`config.mk`:
```
export PLATFORM = sky130hd
export DESIGN_NAME = spi_flash_front
export DESIGN_NICKNAME = d
export VERILOG_FILES = /design/src/rtl/spi_flash_front.sv
export SDC_FILE = /design/constraint.sdc
export NUM_CORES = 1
export LEC_CHECK = 0
export BUFFER_PORTS_ARGS = -buffer_cell sky130_fd_sc_hd__buf_2
export CORE_MARGIN = 10
export CORE_UTILIZATION = 41
export DETAILED_ROUTE_END_ITERATION = 7
export PLACE_DENSITY = 0.69
export SETUP_SLACK_MARGIN = 0.2
export SLEW_MARGIN = 20
export SYNTH_ARGS = -nofsm -noshare
export SYNTH_HDL_FRONTEND = slang
export SYNTH_SLANG_ARGS = --single-unit
```
`constraint.sdc`:
```
create_clock -name clk -period 5.65 [get_ports clk]
set_clock_uncertainty 0.05 [all_clocks]
set_input_delay 0.565 -clock clk [delete_from_list [all_inputs] [get_ports clk]]
set_output_delay 0.565 -clock clk [all_outputs]
set_load 0.03 [all_outputs]
```
`src/rtl/spi_flash_front.sv`:
```
module spi_flash_front #(
  parameter int SYNC_STAGES = 2,
  parameter int IDX_W       = 8
) (
  input  logic             clk,
  input  logic             rst_n,
  input  logic             cs_n,
  input  logic             sck,
  input  logic             si,
  input  logic             hold_n,
  output logic             so_o,
  output logic             so_oe,
  input  logic [7:0]       tx_byte,
  input  logic             tx_en,
  output logic [7:0]       rx_byte,
  output logic             rx_valid,
  output logic [IDX_W-1:0] rx_index,
  output logic             xfer_abort
);
  localparam int LAST = SYNC_STAGES - 1;

  logic [LAST:0] cs_sync, sck_sync, si_sync, hold_sync;

  always_ff @(posedge clk or negedge rst_n) begin
    if (!rst_n) begin
      cs_sync   <= '1;
      hold_sync <= '1;
      sck_sync  <= '0;
      si_sync   <= '0;
    end else begin
      cs_sync   <= {cs_sync[LAST-1:0], cs_n};
      hold_sync <= {hold_sync[LAST-1:0], hold_n};
      sck_sync  <= {sck_sync[LAST-1:0], sck};
      si_sync   <= {si_sync[LAST-1:0], si};
    end
  end

  wire cs_s   = cs_sync[LAST];
  wire hold_s = hold_sync[LAST];
  wire sck_s  = sck_sync[LAST];
  wire si_s   = si_sync[LAST];

  logic sck_q, cs_q;
  always_ff @(posedge clk or negedge rst_n) begin
    if (!rst_n) begin
      sck_q <= 1'b0;
      cs_q  <= 1'b1;
    end else begin
      sck_q <= sck_s;
      cs_q  <= cs_s;
    end
  end

  wire sel      = ~cs_s;
  wire held     = sel & ~hold_s;
  wire live     = sel & ~held;
  wire sck_rise = live & sck_s & ~sck_q;
  wire sck_fall = live & ~sck_s & sck_q;
  wire cs_start = sel & cs_q;
  wire cs_stop  = cs_s & ~cs_q;

  logic [2:0]       bit_cnt;
  logic [6:0]       rx_shift;
  logic [7:0]       tx_shift;
  logic [IDX_W-1:0] byte_idx;
  logic             seen_rise, drive_en;

  always_ff @(posedge clk or negedge rst_n) begin
    if (!rst_n) begin
      bit_cnt    <= '0;
      rx_shift   <= '0;
      tx_shift   <= '0;
      byte_idx   <= '0;
      seen_rise  <= 1'b0;
      drive_en   <= 1'b0;
      rx_byte    <= '0;
      rx_valid   <= 1'b0;
      rx_index   <= '0;
      xfer_abort <= 1'b0;
    end else begin
      rx_valid   <= 1'b0;
      xfer_abort <= cs_stop & (bit_cnt != 3'd0);
      if (cs_start) begin
        bit_cnt   <= '0;
        byte_idx  <= '0;
        seen_rise <= 1'b0;
        drive_en  <= 1'b0;
      end else if (cs_stop) begin
        drive_en <= 1'b0;
      end else if (sck_rise) begin
        rx_shift  <= {rx_shift[5:0], si_s};
        bit_cnt   <= bit_cnt + 3'd1;
        seen_rise <= 1'b1;
        if (bit_cnt == 3'd7) begin
          rx_byte  <= {rx_shift, si_s};
          rx_valid <= 1'b1;
          rx_index <= byte_idx;
          byte_idx <= byte_idx + 1'b1;
        end
      end else if (sck_fall && seen_rise) begin
        if (bit_cnt == 3'd0) begin
          tx_shift <= tx_byte;
          drive_en <= tx_en;
        end else begin
          tx_shift <= {tx_shift[6:0], 1'b0};
        end
      end
    end
  end

  assign so_o  = tx_shift[7];
  assign so_oe = live & drive_en;
endmodule


```
* Yosys cells after proc, flatten, opt, wreduce, memory -nomap -nowiden
Index checks and enable logic that the tools add are counted.
** Storage, ports and cells
- Memory bits (read-only) :: 0
- Bits in latches :: 0
- Output and inout port bits :: 20
- Bits in registers :: 56
- Input bits :: 15
- Logic and storage cells :: 73
- Memories kept :: 0
- RAM bits :: 0
** Cells by class
- Reductions and logical operators :: 13
- Order comparisons :: 0
- Add/sub/neg operators :: 2
- Mux-type cells :: 20
- Div/mod/pow operators :: 0
- Shifts and indexed selects :: 0
- Eq/ne operators :: 3
- Bitwise gates (word level) :: 19
- $mul :: 0
** Operators with widths (number)
- 8-bit two-way mux :: 5
- 1-bit two-way mux :: 12
- 1-bit bitwise AND :: 10
- 3-bit two-way mux :: 3
- 1-bit inverter :: 9
- 3-bit AND reduction :: 3
- 3-bit nonzero test :: 3
- 8-bit by 1-bit adder with 8-bit output, second input constant :: 1
- 4-bit AND reduction :: 2
- 2-bit nonzero test :: 2
- 3-bit by 1-bit adder with 3-bit output, second input constant :: 1
- 3-bit equality test, second input constant :: 1
- 3-bit zero test :: 1
- 3-bit by 1-bit inequality test with 1-bit output, second input constant :: 1
- 2-bit inequality test, second input constant :: 1
- 2-bit AND reduction :: 1
- 1-bit logical AND :: 1

* Longest topological paths before layout
Gate-level depths: netlist of run 1.
- Depth after elaboration :: 11
- Depth in mapped cells :: 7
- Depth with buffers taken out :: 6

* Least setup slack after synthesis of run 1
OpenSTA, ideal clock, no wires.
- Path type :: register to register
- Start :: register cs_sync[1]
- End :: register tx_shift[7]
- Arrival :: 1.674 ns
- Clock period less this slack :: 1.847 ns
- Path buffers :: 2
- Library setup time :: 0.123 ns
- Path slack :: 3.803 ns
- Data required time :: 5.477 ns
- Stages on the path, launching flop included :: 8
- Cells stage by stage :: dfstp_2 -> inv_1 -> ha_1 -> or4_1 -> buf_2 -> buf_6 -> nand2_1 -> o21ai_1
** On the way
- Longest elaborated chain between the ends :: 8
- Elaborated cells on any way between the ends :: 15
- Classes of those cells :: bitwise: 13; reduce/logical: 2
** Ends and longest elaborated chain
- start: declaration :: line 22 : logic [LAST:0] cs_sync, sck_sync, si_sync, hold_sync;
- start signal: assignment :: line 31 : cs_sync <= {cs_sync[LAST-1:0], cs_n};
- 1-bit inverter :: line 54 : wire sel = ~cs_s;
- 1-bit bitwise AND :: line 55 : wire held = sel & ~hold_s;
- 1-bit inverter :: line 56 : wire live = sel & ~held;
- 1-bit bitwise AND :: line 56
- 1-bit bitwise AND, on equally long branches (2 in a row) :: line 58, 57
- 1-bit logical AND / 1-bit inverter (equally long branches)
- 4-bit AND reduction (no line) (*)
- end signal: assignment :: line 102 : tx_shift <= tx_byte;
- end signal: assignment :: line 105 : tx_shift <= {tx_shift[6:0], 1'b0};
- end: declaration :: line 64 : logic [7:0] tx_shift;
Every way passes the cells marked *; elsewhere a longest branch is shown, timed or not.
A chain may end at the register's enable or synchronous reset.

* Worst setup path after layout of run 1
- Start :: register cs_sync[1]
- End :: register tx_shift[3]
Same word-level chain as after synthesis.

==> run_results.csv, run 1 <==
group,metric,value,unit
outcome,outcome,"finished, final reports clean",
min_path,min_to,"cs_sync[0]",
flow_run,drv_cap,0,
worst_setup_path,path_cells,"inv_1 > ha_1 > or4_1 > nand2_1 > o21ai_1",
die,core.rowCount,27,
worst_setup_path,regToRegSetupSlack,3.48,ns
clock_network,clockBufferDepth,2,
synth,ys_types,43,
global_route,antenna_found_initial,0,
die,die_x,95.8,um
clock_network,tritoncts,"done",
detailed_routing,final_antenna_net_count,0,
die,die_area,9170,um^2
sta,slew_headroom,42.1,%
sta,rsz0062_at_grt,"false",
worst_setup_path,start_kind,"flip-flop",
sta,tns,0,ns
min_path,hp-start,"cs_n",
detailed_routing,top_layer_used,"met4",
die,core_area,5540,um^2
cells_and_area,nNetsFinal,237,
clock_network,cts_setup_buffers,0,
detailed_routing,routed_wl,3.93,mm
clock_network,ctsHtreeMaxLevel,2,
die,start_util,42.5,%
power_and_ir_drop,cellPowerDensity,271,nW/um^2
detailed_routing,drc,0,
sta,tightest_slew,0.865,ns
sta,drv_slew,0,
detailed_routing,wl_met1,1.72,mm
sta,setup_viol,0,
detailed_routing,dr_wl_met2,1.94,mm
detailed_routing,drt_pass1_iterations,4,
global_route,grt_pass1_wl,6.84,mm
synth,synthArstFlopShare,100,%
worst_setup_path,cp-end-kind,"flip-flop",
synth,synthCells,179,
synth,synth.avg_cell_area,13.1,um^2
clock_network,clockRootBuffer,"clkbuf_8",
cells_and_area,diodes,0,
worst_setup_path,crit_type,"flip-flop to flip-flop",
placement,gp_congestion,0.711,
detailed_routing,route.vias.total,1427,
synth,synth_fp_nets,201,
clock_network,numCtsBuffers,5,
clock_network,clk_pin_slew,0.09,ns
synth,synth_edf_count,0,
synth,syn_area,2350,um^2
detailed_routing,viasPerCell,4.95,
global_route,overflow,0,
worst_setup_path,ff2ff_path_depth,5,
die,die_y,95.8,um
synth,yosysSeqAreaShare,59.8,%
min_path,hold_depth,1,
detailed_routing,route.met3.wl,192,um
power_and_ir_drop,p_leak,0.00139,uW
worst_setup_path,slowest_stage,"or4_1",
placement,place_ws,3.46,ns
clock_network,cts_resized,0,
worst_setup_path,crit_fanout,16,
sta,min_period,2.17,ns
cells_and_area,area_delta_synth_final,13.3,%
detailed_routing,drtIter0Drc,39,
clock_network,insertion_delay,0.30,ns
global_route,grt_pass1_vias,1506,
worst_setup_path,cp.arrival,2.30,ns
worst_setup_path,slowest_delay,0.79,ns
global_route,grt_max_degree,57,
sta,fmax,0.461,GHz
detailed_routing,wl_per_cell,13.6,um
sta,post-route-period-util,38.4,%
clock_network,cts_sinks,56,
sta,hold_viol,0,
synth,synth.yosys.warnings,0,
min_path,holdCritPathClass,"input pin to flip-flop",
die,ios,35,
worst_setup_path,timing.rr.start,"cs_sync[1]",
global_route,gr-usage-all-layers,9.28,%
cells_and_area,layout-drive-gt1-share,30.6,%
placement,io_buffers,34,
placement,hpwlAfterDp,2.91,mm
clock_network,cts_hold_buffers,0,
worst_setup_path,r2r-end,"tx_shift[3]",
synth,ys_seq_elements,56,
synth,ys.flop_type,"dfrtp_1",
power_and_ir_drop,peakVddDrop,0.117,mV
sta,fin_ws,3.48,ns
worst_setup_path,crit_required,5.78,ns
kinds of logic (layout without fill, tap and decap cells):
family	after synthesis	in the layout	share of synthesized area, %
AND/OR/NAND/NOR	40	40	10.3
multiplexers	31	31	14.4
flip-flops	56	56	59.8
XOR/XNOR	1	1	0.372
AO/OA/AOI/OAI	31	31	8.45
buffers and inverters	13	50	2.92
adder cells (fa/ha/maj)	7	7	3.72
metrics by stage:
step	power (uW)	instances	util (%)	hold slack [ns]	instance area, um^2
after global placement	519	280	46.5	0.282	2580
after global routing	761	288	48.1	0.276	2670
after CTS	734	288	48.1	0.283	2670
after detailed placement	523	280	46.5	0.289	2580
after floorplan	495	179	-	0.219	2350
final	722	288	48.1	0.297	2670
metal layers:
metal  vias up  track usage, %
li1        711               -
met1       689            10.2
met2        20            16.1
met3         7            2.72
met4         0            4.55
met5         -               0
layout by cell type, fill, tap and decap left out, types with 2 or more instances in the layout:
cell type / synthesis / final
clkinv_2: 0 / 2
a22o_1: 2 / 2
mux2_1: 10 / 10
mux2_2: 13 / 13
nor3_1: 3 / 3
buf_2: 1 / 34
ha_1: 7 / 7
mux2i_1: 8 / 8
dfstp_2: 5 / 5
clkbuf_8: 0 / 5
nand3_1: 2 / 2
o311ai_0: 3 / 3
nand2_1: 14 / 14
nor2_1: 3 / 3
dfrtp_1: 51 / 51
o21ai_0: 3 / 3
o31ai_1: 3 / 3
o21ai_1: 13 / 13
inv_1: 7 / 7
nand2b_1: 4 / 4
power breakdown:
part | switching [uW] | internal (uW)
Sequential | 15.6 | 429
Combinational | 37.4 | 29.8
Clock | 123 | 86.6
cell type report:
class | count | area, um^2
fill | 530 | 2870
sequential | 56 | 1410
multi-input combinational | 110 | 877
timing repair buffer | 35 | 178
tap | 72 | 90.1
clock buffer | 5 | 68.8
inverter | 7 | 26.3
clock inverter | 3 | 18.8
synth_stat cells, types with 4 or more instances:
library cell | n | area, um^2
mux2_1 | 10 | 113
dfstp_2 | 5 | 131
o21ai_1 | 13 | 65.1
nand2b_1 | 4 | 25.0
ha_1 | 7 | 87.6
inv_1 | 7 | 26.3
dfrtp_1 | 51 | 1280
nand2_1 | 14 | 52.6
mux2_2 | 13 | 146
mux2i_1 | 8 | 80.1
how the worst max path moves through the flow:
stage,from,end,slack (ns),depth (start not counted)
global placement,cs_sync[1],tx_shift[7],3.53,5
detailed placement,cs_sync[1],tx_shift[3],3.46,5
CTS,cs_sync[1],tx_shift[3],3.46,5
global route,cs_sync[1],tx_shift[3],3.30,5
finish,cs_sync[1],tx_shift[3],3.48,5
floorplan,cs_sync[1],tx_shift[7],3.80,7
state kept, by name, indices dropped and copies added, names as in the netlist, 3 cells and up:
name	cells
tx_shift	8
byte_idx	8
bit_cnt	3
rx_shift	7
rx_index	8
rx_byte	8
worst max-delay path, delay by kind of cell, from the launching register on:
family | cells | cell delay, ns
AOI/OAI and AO/OA | 1 | 0.08
DFF | 1 | 0.59
adders and majority gates | 1 | 0.32
buffers and inverters | 1 | 0.06
and+or+nand+nor | 2 | 0.94
Note: power is estimated with default switching activity, not from simulation.
==> inputs of run 2 (changes only) <==
==> constraint.sdc (replaced) <==
create_clock -name clk -period 2.1 [get_ports clk]
set_clock_uncertainty 0.05 [all_clocks]
set_input_delay 0.21 -clock clk [delete_from_list [all_inputs] [get_ports clk]]
set_output_delay 0.21 -clock clk [all_outputs]
set_load 0.03 [all_outputs]
==> run_results.csv, run 2 (synthesis gave the netlist of run 1 again) <==
group,metric,value,unit
placement,io_buffers,34,
sta,min_period,1.86,ns
die,core_area,5540,um^2
sta,tns,0,ns
clock_network,clockRootBuffer,"clkbuf_8",
sta,whs,0.0703,ns
worst_setup_path,slowest_stage,"or4b_2",
detailed_routing,routed_wl,4.41,mm
placement,gp_congestion,0.763,
worst_setup_path,cp-end-kind,"flip-flop",
die,ios,35,
detailed_routing,wl_per_cell,14.7,um
flow_run,drv_cap,0,
clock_network,insertion_delay,0.31,ns
cells_and_area,area_delta_synth_final,20.7,%
detailed_routing,drt_pass1_iterations,4,
global_route,gr-usage-all-layers,10.3,%
power_and_ir_drop,cellPowerDensity,787,nW/um^2
worst_setup_path,crit_fanout,10,
detailed_routing,viasPerCell,5.09,
sta,post-route-period-util,88.4,%
cells_and_area,layout-drive-gt1-share,34.2,%
clock_network,clk_pin_slew,0.10,ns
detailed_routing,route.vias.total,1526,
worst_setup_path,start_kind,"flip-flop",
cells_and_area,fill_cells,504,
power_and_ir_drop,peakVddDrop,0.354,mV
sta,tightest_slew,0.677,ns
worst_setup_path,crit_type,"flip-flop to flip-flop",
clock_network,numCtsBuffers,5,
cells_and_area,seq_area,1410,um^2
sta,slew_headroom,54.9,%
worst_setup_path,cp.arrival,2.03,ns
die,core.rowCount,27,
sta,drv_slew,0,
global_route,antenna_found_initial,0,
detailed_routing,drtIter0Drc,44,
clock_network,clockBufferDepth,2,
min_path,holdCritPathClass,"input pin to flip-flop",
power_and_ir_drop,p_leak,0.00146,uW
detailed_routing,drc,0,
cells_and_area,nNetsFinal,249,
die,die_y,95.8,um
outcome,outcome,"finished, final reports clean",
die,start_util,42.5,%
cells_and_area,final_cell_mix,"dfrtp_1 (51), buf_2 (34), nand2_1 (14), o21ai_1 (13), mux2_2 (13)",
cells_and_area,multi_input_area,906,um^2
die,die_x,95.8,um
clock_network,cts_sinks,56,
clock_network,ctsHtreeMaxLevel,2,
global_route,grt_pass1_vias,1540,
sta,fmax,0.539,GHz
worst_setup_path,crit_required,2.27,ns
sta,rsz0062_at_grt,"true",
sta,hold_viol,0,
sta,setup_viol,0,
placement,hpwlAfterDp,3.02,mm
global_route,grt_max_degree,57,
global_route,grt_pass1_wl,7.45,mm
worst_setup_path,slowest_delay,0.65,ns
global_route,overflow,0,
die,die_area,9170,um^2
worst_setup_path,critPathTopFamily,"simple AND/OR/NAND/NOR gates",
cells_and_area,diodes,0,
worst_setup_path,path_cells,"inv_1 > ha_1 > or4b_2 > o31ai_2",
clock_network,tritoncts,"done",
detailed_routing,final_antenna_net_count,0,
worst_setup_path,critPathBufInv,1,
cells_and_area,layout_commonest_cell,"dfrtp_1",
[run 2: cell types whose count changed in the layout (fill, tap and decap cells not counted), sizes merged]
cell	delta
buf	+6
bufinv	+2
clkinv	-3
dlygate4sd3	+5
inv	+1
or4	+1
[run 2: layer usage]
| metal | GRT usage [%] | vias to the layer above | share of wire, % |
|---|---|---|---|
| li1 | - | 739 | - |
| met1 | 12.5 | 752 | 44 |
| met2 | 16.5 | 30 | 49 |
| met3 | 3.19 | 5 | 4.7 |
| met4 | 4.79 | 0 | 1.8 |
| met5 | 0 | - | 0 |
[run 2: area by class of cell]
cell class / instances / area share, %
tap: 72 / 3.17
timing repair buffer: 46 / 9.60
clock buffer: 5 / 2.42
multi-input combinational: 111 / 31.9
inverter: 7 / 0.925
clock inverter: 3 / 2.42
sequential: 56 / 49.6
[run 2: report_power, final]
part           internal [uW]  switching [uW]  total [uW]  leakage, uW
sequential              1160            43.9        1200     0.000717
combinational           94.3             107         201     0.000674
clock                    480             355         835    0.0000687
total                   1730             506        2230      0.00146
[run 2: worst reg2reg max path, stage by stage, from the launching register on]
cell and delay [ns]:
dfstp_2 0.55, inv_1 0.06, ha_1 0.29, or4b_2 0.65
o31ai_2 0.19
[run 2: final timing paths]
path | start | end | slack (ns) | depth (start not counted)
setup / recovery | cs_q | byte_idx[5] | 0.24 | 4
max in group asynchronous | rst_n | drive_en | 1.05 | 3
min in group asynchronous | rst_n | rx_index[0] | 0.49 | 3
hold / removal | tx_byte[0] | tx_shift[0] | 0.07 | 3
setup reg to reg | cs_q | byte_idx[5] | 0.24 | 4
hold reg to reg | si_sync[0] | si_sync[1] | 0.31 | 0
[run 2: metrics by stage]
stage / worst slack (ns) / util, % / power [uW] / instance area [um^2] / std cells
after floorplan: 0.253 / - / 1330 / 2350 / 179
after global placement: 0.103 / 47.2 / 1410 / 2620 / 285
after detailed placement: 0.0519 / 47.2 / 1410 / 2620 / 285
after CTS: 0.214 / 50.7 / 2260 / 2810 / 298
after global routing: 0.142 / 51.3 / 2350 / 2840 / 300
final: 0.245 / 51.3 / 2230 / 2840 / 300
[run 2: repair_timing]
action / CTS / global route
resized for setup: 1 / 5
cloned: 0 / 1
setup endpoints to repair: 8 / 26
hold endpoints to repair: 45 / 0
buffers inserted: 0 / 1
hold buffers: 5 / 0
